## config.mk

```make
export PLATFORM = sky130hd
export DESIGN_NAME = tx_host_wport
export DESIGN_NICKNAME = d
export VERILOG_FILES = /design/src/rtl/tx_fifo_pkg.sv /design/src/rtl/tx_lane_steer.sv /design/src/rtl/tx_byte_store.sv /design/src/rtl/tx_frame_counter.sv /design/src/rtl/tx_host_wport.sv
export SDC_FILE = /design/constraint.sdc
export NUM_CORES = 1
export LEC_CHECK = 0
export BUFFER_PORTS_ARGS = -buffer_cell sky130_fd_sc_hd__buf_4
export CAP_MARGIN = 20
export CORE_ASPECT_RATIO = 1.4
export CORE_UTILIZATION = 55
export DETAILED_ROUTE_END_ITERATION = 10
export PLACE_DENSITY = 0.73
export SETUP_SLACK_MARGIN = 0.2
export SLEW_MARGIN = 10
export SYNTH_ARGS = -nofsm -noshare
export SYNTH_HDL_FRONTEND = slang
export SYNTH_SLANG_ARGS = --single-unit
```

## constraint.sdc

```tcl
create_clock -name clk -period 3.8 [get_ports clk]
set_clock_uncertainty 0.05 [all_clocks]
set_input_delay 0.38 -clock clk [delete_from_list [all_inputs] [get_ports clk]]
set_output_delay 0.38 -clock clk [all_outputs]
set_load 0.05 [all_outputs]
```

## src/rtl/tx_fifo_pkg.sv

```systemverilog
package tx_fifo_pkg;
  typedef struct packed {
    logic       last;
    logic [7:0] data;
  } fifo_ent_t;
endpackage

```

## src/rtl/tx_lane_steer.sv

```systemverilog
module tx_lane_steer
  import tx_fifo_pkg::*;
(
  input  logic        wr,
  input  logic [1:0]  be,
  input  logic [15:0] wdata,
  input  logic        eof,
  input  logic        swap,
  output logic [1:0]  nbytes,
  output fifo_ent_t   ent0,
  output fifo_ent_t   ent1
);
  always_comb begin
    nbytes = 2'd0;
    ent0   = '0;
    ent1   = '0;
    if (wr) begin
      unique case (be)
        2'b11: begin
          nbytes     = 2'd2;
          ent0.data  = swap ? wdata[15:8] : wdata[7:0];
          ent1.data  = swap ? wdata[7:0]  : wdata[15:8];
          ent1.last  = eof;
        end
        2'b01: begin
          nbytes = 2'd1;
          ent0   = '{last: eof, data: wdata[7:0]};
        end
        2'b10: begin
          nbytes = 2'd1;
          ent0   = '{last: eof, data: wdata[15:8]};
        end
        default: nbytes = 2'd0;
      endcase
    end
  end
endmodule

```

## src/rtl/tx_byte_store.sv

```systemverilog
module tx_byte_store
  import tx_fifo_pkg::*;
#(
  parameter int DEPTH = 64
) (
  input  logic                     clk,
  input  logic                     rst_n,
  input  logic [1:0]               push_n,
  input  fifo_ent_t                ent0,
  input  fifo_ent_t                ent1,
  input  logic                     pop,
  output fifo_ent_t                head,
  output logic [$clog2(DEPTH):0]   count
);
  localparam int AW = $clog2(DEPTH);
  localparam int CW = AW + 1;

  fifo_ent_t      mem [DEPTH];
  logic [AW-1:0]  wp_q, rp_q;
  logic [CW-1:0]  cnt_q;

  always_ff @(posedge clk) begin
    if (push_n != 2'd0) mem[wp_q] <= ent0;
    if (push_n == 2'd2) mem[wp_q + AW'(1)] <= ent1;
  end

  always_ff @(posedge clk) begin
    if (!rst_n) begin
      wp_q  <= '0;
      rp_q  <= '0;
      cnt_q <= '0;
    end else begin
      wp_q  <= wp_q + AW'(push_n);
      rp_q  <= rp_q + AW'(pop);
      cnt_q <= cnt_q + CW'(push_n) - CW'(pop);
    end
  end

  assign head  = mem[rp_q];
  assign count = cnt_q;


  count_bound_chk: assert property (@(posedge clk) disable iff (!rst_n)
    cnt_q <= CW'(DEPTH));


  head_hold_chk: assert property (@(posedge clk) disable iff (!rst_n)
    (cnt_q != '0 && !pop) |=> $stable(head));
endmodule

```

## src/rtl/tx_frame_counter.sv

```systemverilog
module tx_frame_counter #(
  parameter int W = 7
) (
  input  logic         clk,
  input  logic         rst_n,
  input  logic         inc,
  input  logic         dec,
  output logic [W-1:0] cnt
);
  always_ff @(posedge clk) begin
    if (!rst_n)         cnt <= '0;
    else if (inc && !dec) cnt <= cnt + W'(1);
    else if (dec && !inc) cnt <= cnt - W'(1);
  end
endmodule

```

## src/rtl/tx_host_wport.sv

```systemverilog
module tx_host_wport
  import tx_fifo_pkg::*;
#(
  parameter int DEPTH      = 64,
  parameter int REQ_THRESH = 16
) (
  input  logic                    clk,
  input  logic                    rst_n,
  input  logic                    host_wr,
  input  logic                    host_rd,
  input  logic [1:0]              host_be,
  input  logic [15:0]             host_wdata,
  input  logic                    host_eof,
  input  logic                    byte_swap,
  output logic                    host_ack,
  output logic                    xfer_req,
  output logic [$clog2(DEPTH):0]  frame_cnt,
  output logic                    out_valid,
  input  logic                    out_ready,
  output logic [7:0]              out_data,
  output logic                    out_last
);
  localparam int CW = $clog2(DEPTH) + 1;
  localparam logic [CW-1:0] DEPTH_C  = CW'(DEPTH);
  localparam logic [CW-1:0] THRESH_C = CW'(REQ_THRESH);

  logic [1:0]    nbytes, push_n;
  fifo_ent_t     ent0, ent1, head;
  logic [CW-1:0] count, free_sp;
  logic          accept, pop, tag_in;

  tx_lane_steer i_steer (
    .wr(host_wr), .be(host_be), .wdata(host_wdata), .eof(host_eof),
    .swap(byte_swap), .nbytes(nbytes), .ent0(ent0), .ent1(ent1)
  );

  assign free_sp = DEPTH_C - count;
  assign accept  = (nbytes != 2'd0) && (CW'(nbytes) <= free_sp);
  assign push_n  = accept ? nbytes : 2'd0;
  assign pop     = out_valid && out_ready;
  assign tag_in  = accept && host_eof;

  tx_byte_store #(.DEPTH(DEPTH)) i_store (
    .clk(clk), .rst_n(rst_n), .push_n(push_n), .ent0(ent0), .ent1(ent1),
    .pop(pop), .head(head), .count(count)
  );

  tx_frame_counter #(.W(CW)) i_frames (
    .clk(clk), .rst_n(rst_n), .inc(tag_in), .dec(pop && head.last),
    .cnt(frame_cnt)
  );

  always_ff @(posedge clk) begin
    if (!rst_n) host_ack <= 1'b0;
    else        host_ack <= accept;
  end

  assign xfer_req  = free_sp >= THRESH_C;
  assign out_valid = count != '0;
  assign out_data  = head.data;
  assign out_last  = head.last;


  full_refuse_chk: assert property (@(posedge clk) disable iff (!rst_n)
    (count == DEPTH_C && host_wr) |=> !host_ack);


  ack_cause_chk: assert property (@(posedge clk) disable iff (!rst_n)
    host_ack |-> $past(host_wr));


  read_no_ack_chk: assert property (@(posedge clk) disable iff (!rst_n)
    (host_rd && !host_wr) |=> !host_ack);


  no_lane_no_ack_chk: assert property (@(posedge clk) disable iff (!rst_n)
    (host_wr && host_be == 2'b00) |=> !host_ack);


  empty_no_frames_chk: assert property (@(posedge clk) disable iff (!rst_n)
    !out_valid |-> frame_cnt == '0);


  stall_hold_chk: assert property (@(posedge clk) disable iff (!rst_n)
    (out_valid && !out_ready) |=> out_valid && $stable(out_data) && $stable(out_last));
endmodule

```

# Word-level counts from Yosys, hierarchy flattened

Memory sizes are Yosys's and may differ from the RTL's. A register that Yosys moved wholly into a read port is not among the register bits.
Index checks and enable logic that the tools add are counted.

Equality and inequality tests: 4
Reductions and logical operators: 13
Add/subtract/negate cells: 8
Multiplexer cells: 17
$lt $le $gt $ge: 2

Operators by type and width:

| kind                                                                                | number |
|---|---|
| 9-bit two-way mux                                                                   | 3 |
| 8-bit case mux with 3 select lines                                                  | 1 |
| 8-bit two-way mux                                                                   | 2 |
| 7-bit two-way mux                                                                   | 2 |
| 7-bit by 1-bit adder with 7-bit output, second input constant                       | 1 |
| 7-bit by 2-bit adder with 7-bit output                                              | 1 |
| 7-bit by 5-bit greater-or-equal comparator with 1-bit output, second input constant | 1 |
| 2-bit by 7-bit <= comparator with 1-bit output                                      | 1 |
| 7-bit nonzero test                                                                  | 1 |
| 7-bit by 1-bit subtractor with 7-bit output                                         | 1 |
| 7-bit by 1-bit subtractor with 7-bit output, second input constant                  | 1 |
| 7-bit subtractor, first input constant                                              | 1 |
| 6-bit by 1-bit adder with 6-bit output                                              | 1 |
| 6-bit by 1-bit adder with 6-bit output, second input constant                       | 1 |
| 6-bit by 2-bit adder with 6-bit output                                              | 1 |
| 2-bit == test, second input constant                                                | 3 |
| 1-bit logical AND                                                                   | 6 |
| 6-bit two-way mux                                                                   | 1 |
| 2-bit nonzero test                                                                  | 3 |
| 1-bit two-way mux                                                                   | 5 |
| 2-bit two-way mux                                                                   | 2 |
| 2-bit case mux with 2 select lines                                                  | 1 |
| 2-bit by 1-bit == test with 1-bit output, second input constant                     | 1 |
| 1-bit logical NOT                                                                   | 2 |
| 2-bit OR reduction                                                                  | 1 |

Bits in registers: 27
Memories kept: 1
Memory bits (writable): 576
Input bits: 25

Memory list:

| memory      | depth | bits a word | rd ports | clocked after Yosys merged registers in | write ports | RTL line            | source |
|---|---|---|---|---|---|---|---|
| i_store.mem | 64    | 9           | 1        | 1                                       | 2           | tx_byte_store.sv:18 | `fifo_ent_t mem [DEPTH];` |

# Longest topological paths before layout

Gate-level depths: netlist of the first run.

Depth after elaboration: 11
Mapped depth: 23

# By module

Synthesis of the first run repeated with hierarchy kept, for this count alone.

Cells, all modules: 2222
Area, all modules: 32643.8 sq um

By module, submodules not included:

| module           | sequential area each (sq um) | instances | area each (sq um) | cells an instance |
|---|---|---|---|---|
| tx_byte_store    | 17677.0                      | 1         | 31556.5           | 2087 |
| tx_frame_counter | 140.1                        | 1         | 511.7             | 61 |
| tx_lane_steer    | 0.0                          | 1         | 330.3             | 42 |
| tx_host_wport    | 20.0                         | 1         | 245.2             | 32 |

# Least setup slack after synthesis of the first run

OpenSTA, ideal clock, no wires.

Path kind: register -> register
From: register i_store.rp_q[0] (netlist name)
To: register i_frames.cnt[6]
Data arrival time: 4.044 ns
Path buffers: 4
Setup slack: -0.409 ns
Clock period less this slack: 4.209 ns
Cell stages (with the launch flop): 20
Path through: dfxtp_1 -> buf_2 -> buf_2 -> buf_4 -> buf_2 -> mux2i_1 -> o22ai_1 -> a2111oi_0 -> a21oi_1 -> a21o_1 -> nand2_1 -> ha_1 -> inv_1 -> fa_1 -> a21o_1 -> a21oi_1 -> nand4b_1 -> nand4_1 -> xor2_1 -> and2_1

RTL lines:

| element              | RTL line               | source |
|---|---|---|
| to (signal assigned) | tx_frame_counter.sv:12 | `else if (inc && !dec) cnt <= cnt + W'(1);` |
| to (signal assigned) | tx_frame_counter.sv:13 | `else if (dec && !inc) cnt <= cnt - W'(1);` |
| to (decl)            | tx_frame_counter.sv:8  | `output logic [W-1:0] cnt` |

==> results.tsv, run 1 <==
stage	metric	value	unit
cells_and_area	final_cells	3307	
cells_and_area	multi_input_area	13400	um2
pwr	power.total	17.8	mW
logic_synthesis	syn_nets	2493	
critical_path	endpoint_kind	flop	
timing	timing.final.hold_violations	0	
critical_path	crit_path_max_fanout	7	
placement	pre_cts_slack	0.0754	ns
placement	placed_cells	3173	
critical_path	cp_data_required_time	4.24	ns
cells_and_area	drive_above_1_share	24.5	%
timing	maxSlewViolCount	0	
route	totalWireLength	100	mm
die	fp.dieArea	59000	um2
cells_and_area	seq_area	17900	um2
min_path	hold_class	in -> reg	
route	drt-pass1-iter-count	6	
logic_synthesis	ys_warn_count	0	
clock_tree	cts_buffers	57	
cells_and_area	fin_area	36300	um2
clock_tree	clock_sinks	603	
grt	grt_pass1_wl	146	mm
die	fp-row-count	104	
die	initial_core_util	55.6	%
grt	grt_overflow	0	
die	io_pins	44	
timing	period_share	96.5	%
logic_synthesis	synthCells	2435	
die	die_h	287	um
die	core-area	57400	um2
timing	worstMarginPinSlew	0.926	ns
route	drt-wirelength-per-cell	30.4	um
route	detail_route.iter0.violations	2908	
pwr	p_leak	13.8	nW
logic_synthesis	synth_seq_cells	603	
critical_path	cp.arrival	4.10	ns
grt	antenna_found_initial	2	
timing	rsz0062_at_grt	yes	
placement	gp_congestion	1.02	
cells_and_area	finalNetCount	2576	
cells_and_area	final_common_cell	edfxtp_1	
timing	relSlewSlack	37.9	%
grt	grt_pass1_vias	22400	
critical_path	worstSetupPathType	reg -> reg	
clock_tree	cts_max_level	2	
pwr	power.density	491	nW/um2
clock_tree	clkLatencyLatePin	0.62	ns
clock_tree	cts.clk_slew.worst_paths	0.07	ns
route	remaining_drc_errors	0	
flow_run	drv_cap	0	
cells_and_area	postLayoutCoreUtil	63.3	%
min_path	hold_depth	2	
timing	finalSetupViolations	0	
grt	grt_max_degree	65	
logic_synthesis	synthFlopType	edfxtp_1	
cells_and_area	layout_common_cells	edfxtp_1, o21ai_0, mux2i_1, buf_4, nand2_1	
logic_synthesis	synth_area_per_cell	13.1	um2
logic_synthesis	ys_async_sr_fraction	0	%
route	routed_via_density	6.83	
cells_and_area	area_growth	13.9	%
logic_synthesis	synth_edf_count	576	
pwr	peakVddDrop	693	uV
logic_synthesis	netlist_area	31900	um2
clock_tree	clk_path_buf_depth	3	
placement	io_buffers	42	
route	vias	22600	
clock_tree	cts_tree	yes	
logic_synthesis	synth.distinct_cells	80	
logic_synthesis	yosysSeqAreaShare	55.9	%
timing	setup_ws	0.133	ns
placement	hpwl	65.1	mm
critical_path	worst_r2r_path_depth	16	
grt	grt_usage	34.3	%
critical_path	crit_path_start_kind	flop	
die	die_w	206	um
placement	placed_area	33800	um2
timing	period_minus_slack	3.67	ns
route	ant_nets	0	
cells_and_area	fillers	4182	
timing	max_freq	273	MHz
outcome	status	finished clean	
clock_tree	ctsRootBufferMaster	clkbuf_16	
## synthesized netlist by cell type (all sizes together), types with 9 or more instances
master   count  area [um2]
edfxtp     576       17300
o21ai      450        2250
mux2i      347        3470
nand2      248        1160
clkbuf     172         653
mux4       113        2540
buf         62         383
o22ai       32         200
and2        30         188
ha          30         375
inv         30         118
dfxtp       27         541
nor2        26         128
a21oi       25         181
mux2        20         225
o211ai      18         248
nand3       15        85.1
nor3        14         108
a22o        13         114
nor2b       13        81.3
xnor2       13         133
or3         12        75.1
a211o       11        96.3
o221ai      11        96.3
o2111ai     10         166
o31ai       10        75.1
a211oi       9        97.6
a21o         9        67.6
xor2         9        86.3
## routing by layer
metal | vias to the layer above | global-route usage [%] | share of wire [%]
li1 | 9525 | - | -
met3 | 381 | 6.94 | 11
met4 | 2 | 22.3 | 7.3
met1 | 11200 | 42.3 | 34
met2 | 1510 | 54.9 | 48
met5 | - | 0 | 0.013
## cell families after synthesis
logic type               Yosys count  synth area share (%)
AO/OA/AOI/OAI                    634                  12.2
multiplexers                     480                  19.6
AND/OR/NAND/NOR                  399                  6.67
flip-flops                       603                  55.9
XOR/XNOR                          22                 0.687
adder cells (fa/ha/maj)           33                  1.37
buffers and inverters            264                  3.62
## area by class of cell
type / count / area share (%)
Antenna cell: 1 / 0.00689
Multi-Input combinational cell: 1568 / 36.9
Tap cell: 742 / 2.56
Inverter: 30 / 0.338
Sequential cell: 603 / 49.2
Clock buffer: 78 / 4.20
Clock inverter: 27 / 0.568
Timing Repair Buffer: 258 / 6.30
## final timing paths
kind,start,endpoint,slack [ns]
max reg2reg,i_store.rp_q[0],i_frames.cnt[6],0.13
max,i_store.rp_q[0],i_frames.cnt[6],0.13
min reg2reg,i_frames.cnt[5],i_frames.cnt[5],0.54
min,rst_n,i_store.count[1],0.15
## critical path: stages, from the launching register on
cell and delay [ns]:
dfxtp_4 0.42, buf_12 0.12, mux4_2 0.55, a22o_1 0.27, a2111oi_2 0.27, a21oi_1 0.08, a21o_2 0.24, nand2_2 0.10
ha_4 0.17, inv_6 0.05, fa_2 0.34, a21o_1 0.18, a21oi_2 0.14, nand4b_1 0.12, nand4_1 0.13, xor2_1 0.18
and2_1 0.15
## sequential cells by signal, summed over array words and instances (netlist names)
signal and flops:
host_ack 1, i_store.mem 576, i_store.rp_q 6, i_store.count 7, i_frames.cnt 7, i_store.wp_q 6
## where the power goes
| group | switching, mW | internal (mW) | total [mW] |
|---|---|---|---|
| Sequential | 0.126 | 7.39 | 7.52 |
| Combinational | 2.76 | 2.06 | 4.82 |
| Clock | 2.49 | 3.00 | 5.49 |
## stage by stage
step | setup TNS, ns | hold WS [ns]
3_5_place_dp | 0 | 0.509
5_1_grt | -0.0152 | 0.160
3_3_place_gp | 0 | 0.497
2_1_floorplan | 0 | 0.502
4_1_cts | 0 | 0.142
6_report | 0 | 0.152
## timing repair
action,in CTS,in global routing
endpoints found under the setup margin,11,13
buffers inserted,13,12
hold endpoints to repair,0,0
cloned,2,1
hold buffers,0,0
resized for setup,44,58
pin swaps,10,26
No activity file was read; power rests on OpenSTA's default activity.
==> inputs of run 2 (changes only) <==
- CORE_MARGIN: not set -> 3
==> results.tsv, run 2 (synthesis gave the netlist of run 1 again) <==
stage	metric	value	unit
cells_and_area	fin_area	36300	um2
placement	hpwl	65.0	mm
clock_tree	ctsRootBufferMaster	clkbuf_16	
critical_path	cp_data_required_time	4.26	ns
route	totalWireLength	102	mm
die	io_pins	44	
placement	gp_congestion	0.990	
die	die_w	210	um
critical_path	worstSetupPathType	reg -> reg	
cells_and_area	final_cells	3293	
cells_and_area	drive_above_1_share	24.7	%
route	routed_via_density	6.94	
critical_path	crit_path_start_kind	flop	
clock_tree	cts.clk_slew.worst_paths	0.07	ns
grt	grt_pass1_wl	150	mm
cells_and_area	layout_common_cells	edfxtp_1, o21ai_0, mux2i_1, buf_4, nand2_1	
pwr	peakVddDrop	591	uV
clock_tree	clk_path_buf_depth	3	
timing	max_freq	271	MHz
route	remaining_drc_errors	0	
timing	period_share	96.9	%
min_path	hold_class	in -> reg	
placement	placed_cells	3159	
outcome	status	finished clean	
timing	period_minus_slack	3.68	ns
pwr	power.total	18.1	mW
die	die_h	291	um
critical_path	cp.arrival	4.15	ns
critical_path	cpMaxStageDelayCell	o22ai_1	
route	ant_nets	0	
die	core-area	56800	um2
cells_and_area	fillers	4092	
cells_and_area	seq_area	17900	um2
route	drt-pass1-iter-count	5	
grt	grt_pass1_vias	23000	
clock_tree	cts_tree	yes	
grt	grt_max_degree	65	
pwr	power.density	499	nW/um2
critical_path	cpMostUsedCell	buf_4	
grt	grt_overflow	0	
die	fp.dieArea	61000	um2
route	drt-wirelength-per-cell	31.1	um
die	initial_core_util	56.1	%
critical_path	max_stage_delay	0.41	ns
timing	maxSlewViolCount	0	
flow_run	drv_cap	0	
timing	timing.final.hold_violations	0	
timing	setup_ws	0.116	ns
clock_tree	clock_sinks	603	
cells_and_area	regMostFlops	i_store.mem	
placement	pre_cts_slack	0.0866	ns
timing	worstMarginPinSlew	1.01	ns
timing	rsz0062_at_grt	yes	
clock_tree	cts_buffers	56	
critical_path	crit_path_cell_trace	buf_4 > buf_16 > buf_4 > mux2i_1 > o22ai_1 > a211oi_2 > a221oi_2 > a21o_2 > nand2_2 > ha_4 > inv_4 > buf_4 > ha_1 > a21oi_2 > nand4b_1 > nand4_1 > xor2_1 > and2_1	
timing	relSlewSlack	32.5	%
cells_and_area	finalNetCount	2568	
clock_tree	clkLatencyLatePin	0.63	ns
placement	io_buffers	42	
timing	finalSetupViolations	0	
cells_and_area	area_growth	13.9	%
route	vias	22900	
critical_path	endpoint_kind	flop	
placement	placed_area	33700	um2
timing	tns	0	ns
grt	grt_usage	33.2	%
clock_tree	cts_max_level	2	
route	detail_route.iter0.violations	3229	
cells_and_area	largest_register_ff_count	576	
critical_path	crit_path_max_fanout	6	
pwr	p_leak	13.8	nW
die	fp-row-count	103	
cells_and_area	multi_input_area	13400	um2
cells_and_area	final_common_cell	edfxtp_1	
grt	antenna_found_initial	0	
critical_path	regToRegSetupSlack	0.12	ns
==> run 2: worst max-delay path: cells and delay by family (launching register included) <==
family,cells,cell delay [ns]
AOI/OAI and AO/OA,5,1.25
xor gates and xnor gates,1,0.16
adders and majority gates,2,0.45
buffers and inverters,5,0.68
DFF,1,0.38
muxes,1,0.12
and+or+nand+nor,4,0.48
==> run 2: what timing repair did <==
item                                    in CTS  in global routing
buffers inserted                             8                 17
hold buffers                                 0                  0
pin swaps                                    9                 29
endpoints found under the setup margin       9                 26
resized for setup                           52                 57
cloned                                       1                  2
==> run 2: per-stage QoR <==
step | hold WS [ns] | util [%]
final | 0.125 | 63.9
after detailed placement | 0.496 | 59.3
after CTS | 0.114 | 63.1
after global routing | 0.140 | 63.9
after floorplan | 0.502 | -
after global placement | 0.501 | 59.3
==> run 2: power breakdown <==
part / leakage, nW / switching, mW / internal (mW)
Sequential: 5.53 / 0.119 / 7.39
Clock: 0.891 / 2.53 / 3.22
Combinational: 7.40 / 2.82 / 2.06
Total: 13.8 / 5.46 / 12.7
==> run 2: path summary, 6_finish.rpt <==
kind | endpoint | cells after the start | startpoint
hold / removal | i_store.rp_q[2] | 2 | rst_n
setup reg to reg | i_frames.cnt[6] | 18 | i_store.rp_q[0]
setup / recovery | i_frames.cnt[6] | 18 | i_store.rp_q[0]
hold reg to reg | i_frames.cnt[5] | 2 | i_frames.cnt[5]
==> run 2: cell type report <==
class,instances,share of cell area [%]
sequential,603,49.2
tap,735,2.53
inverter,30,0.331
clock inverter,38,1.03
clock buffer,66,4.02
antenna,2,0.0138
timing repair buffer,251,6.14
multi-input combinational,1568,36.8
==> run 2: layer usage <==
metal	share of wire (%)	GRT usage (%)
met1	33	40.3
met3	11	7.71
met4	7.7	21.9
met2	48	53.2
met5	0	0
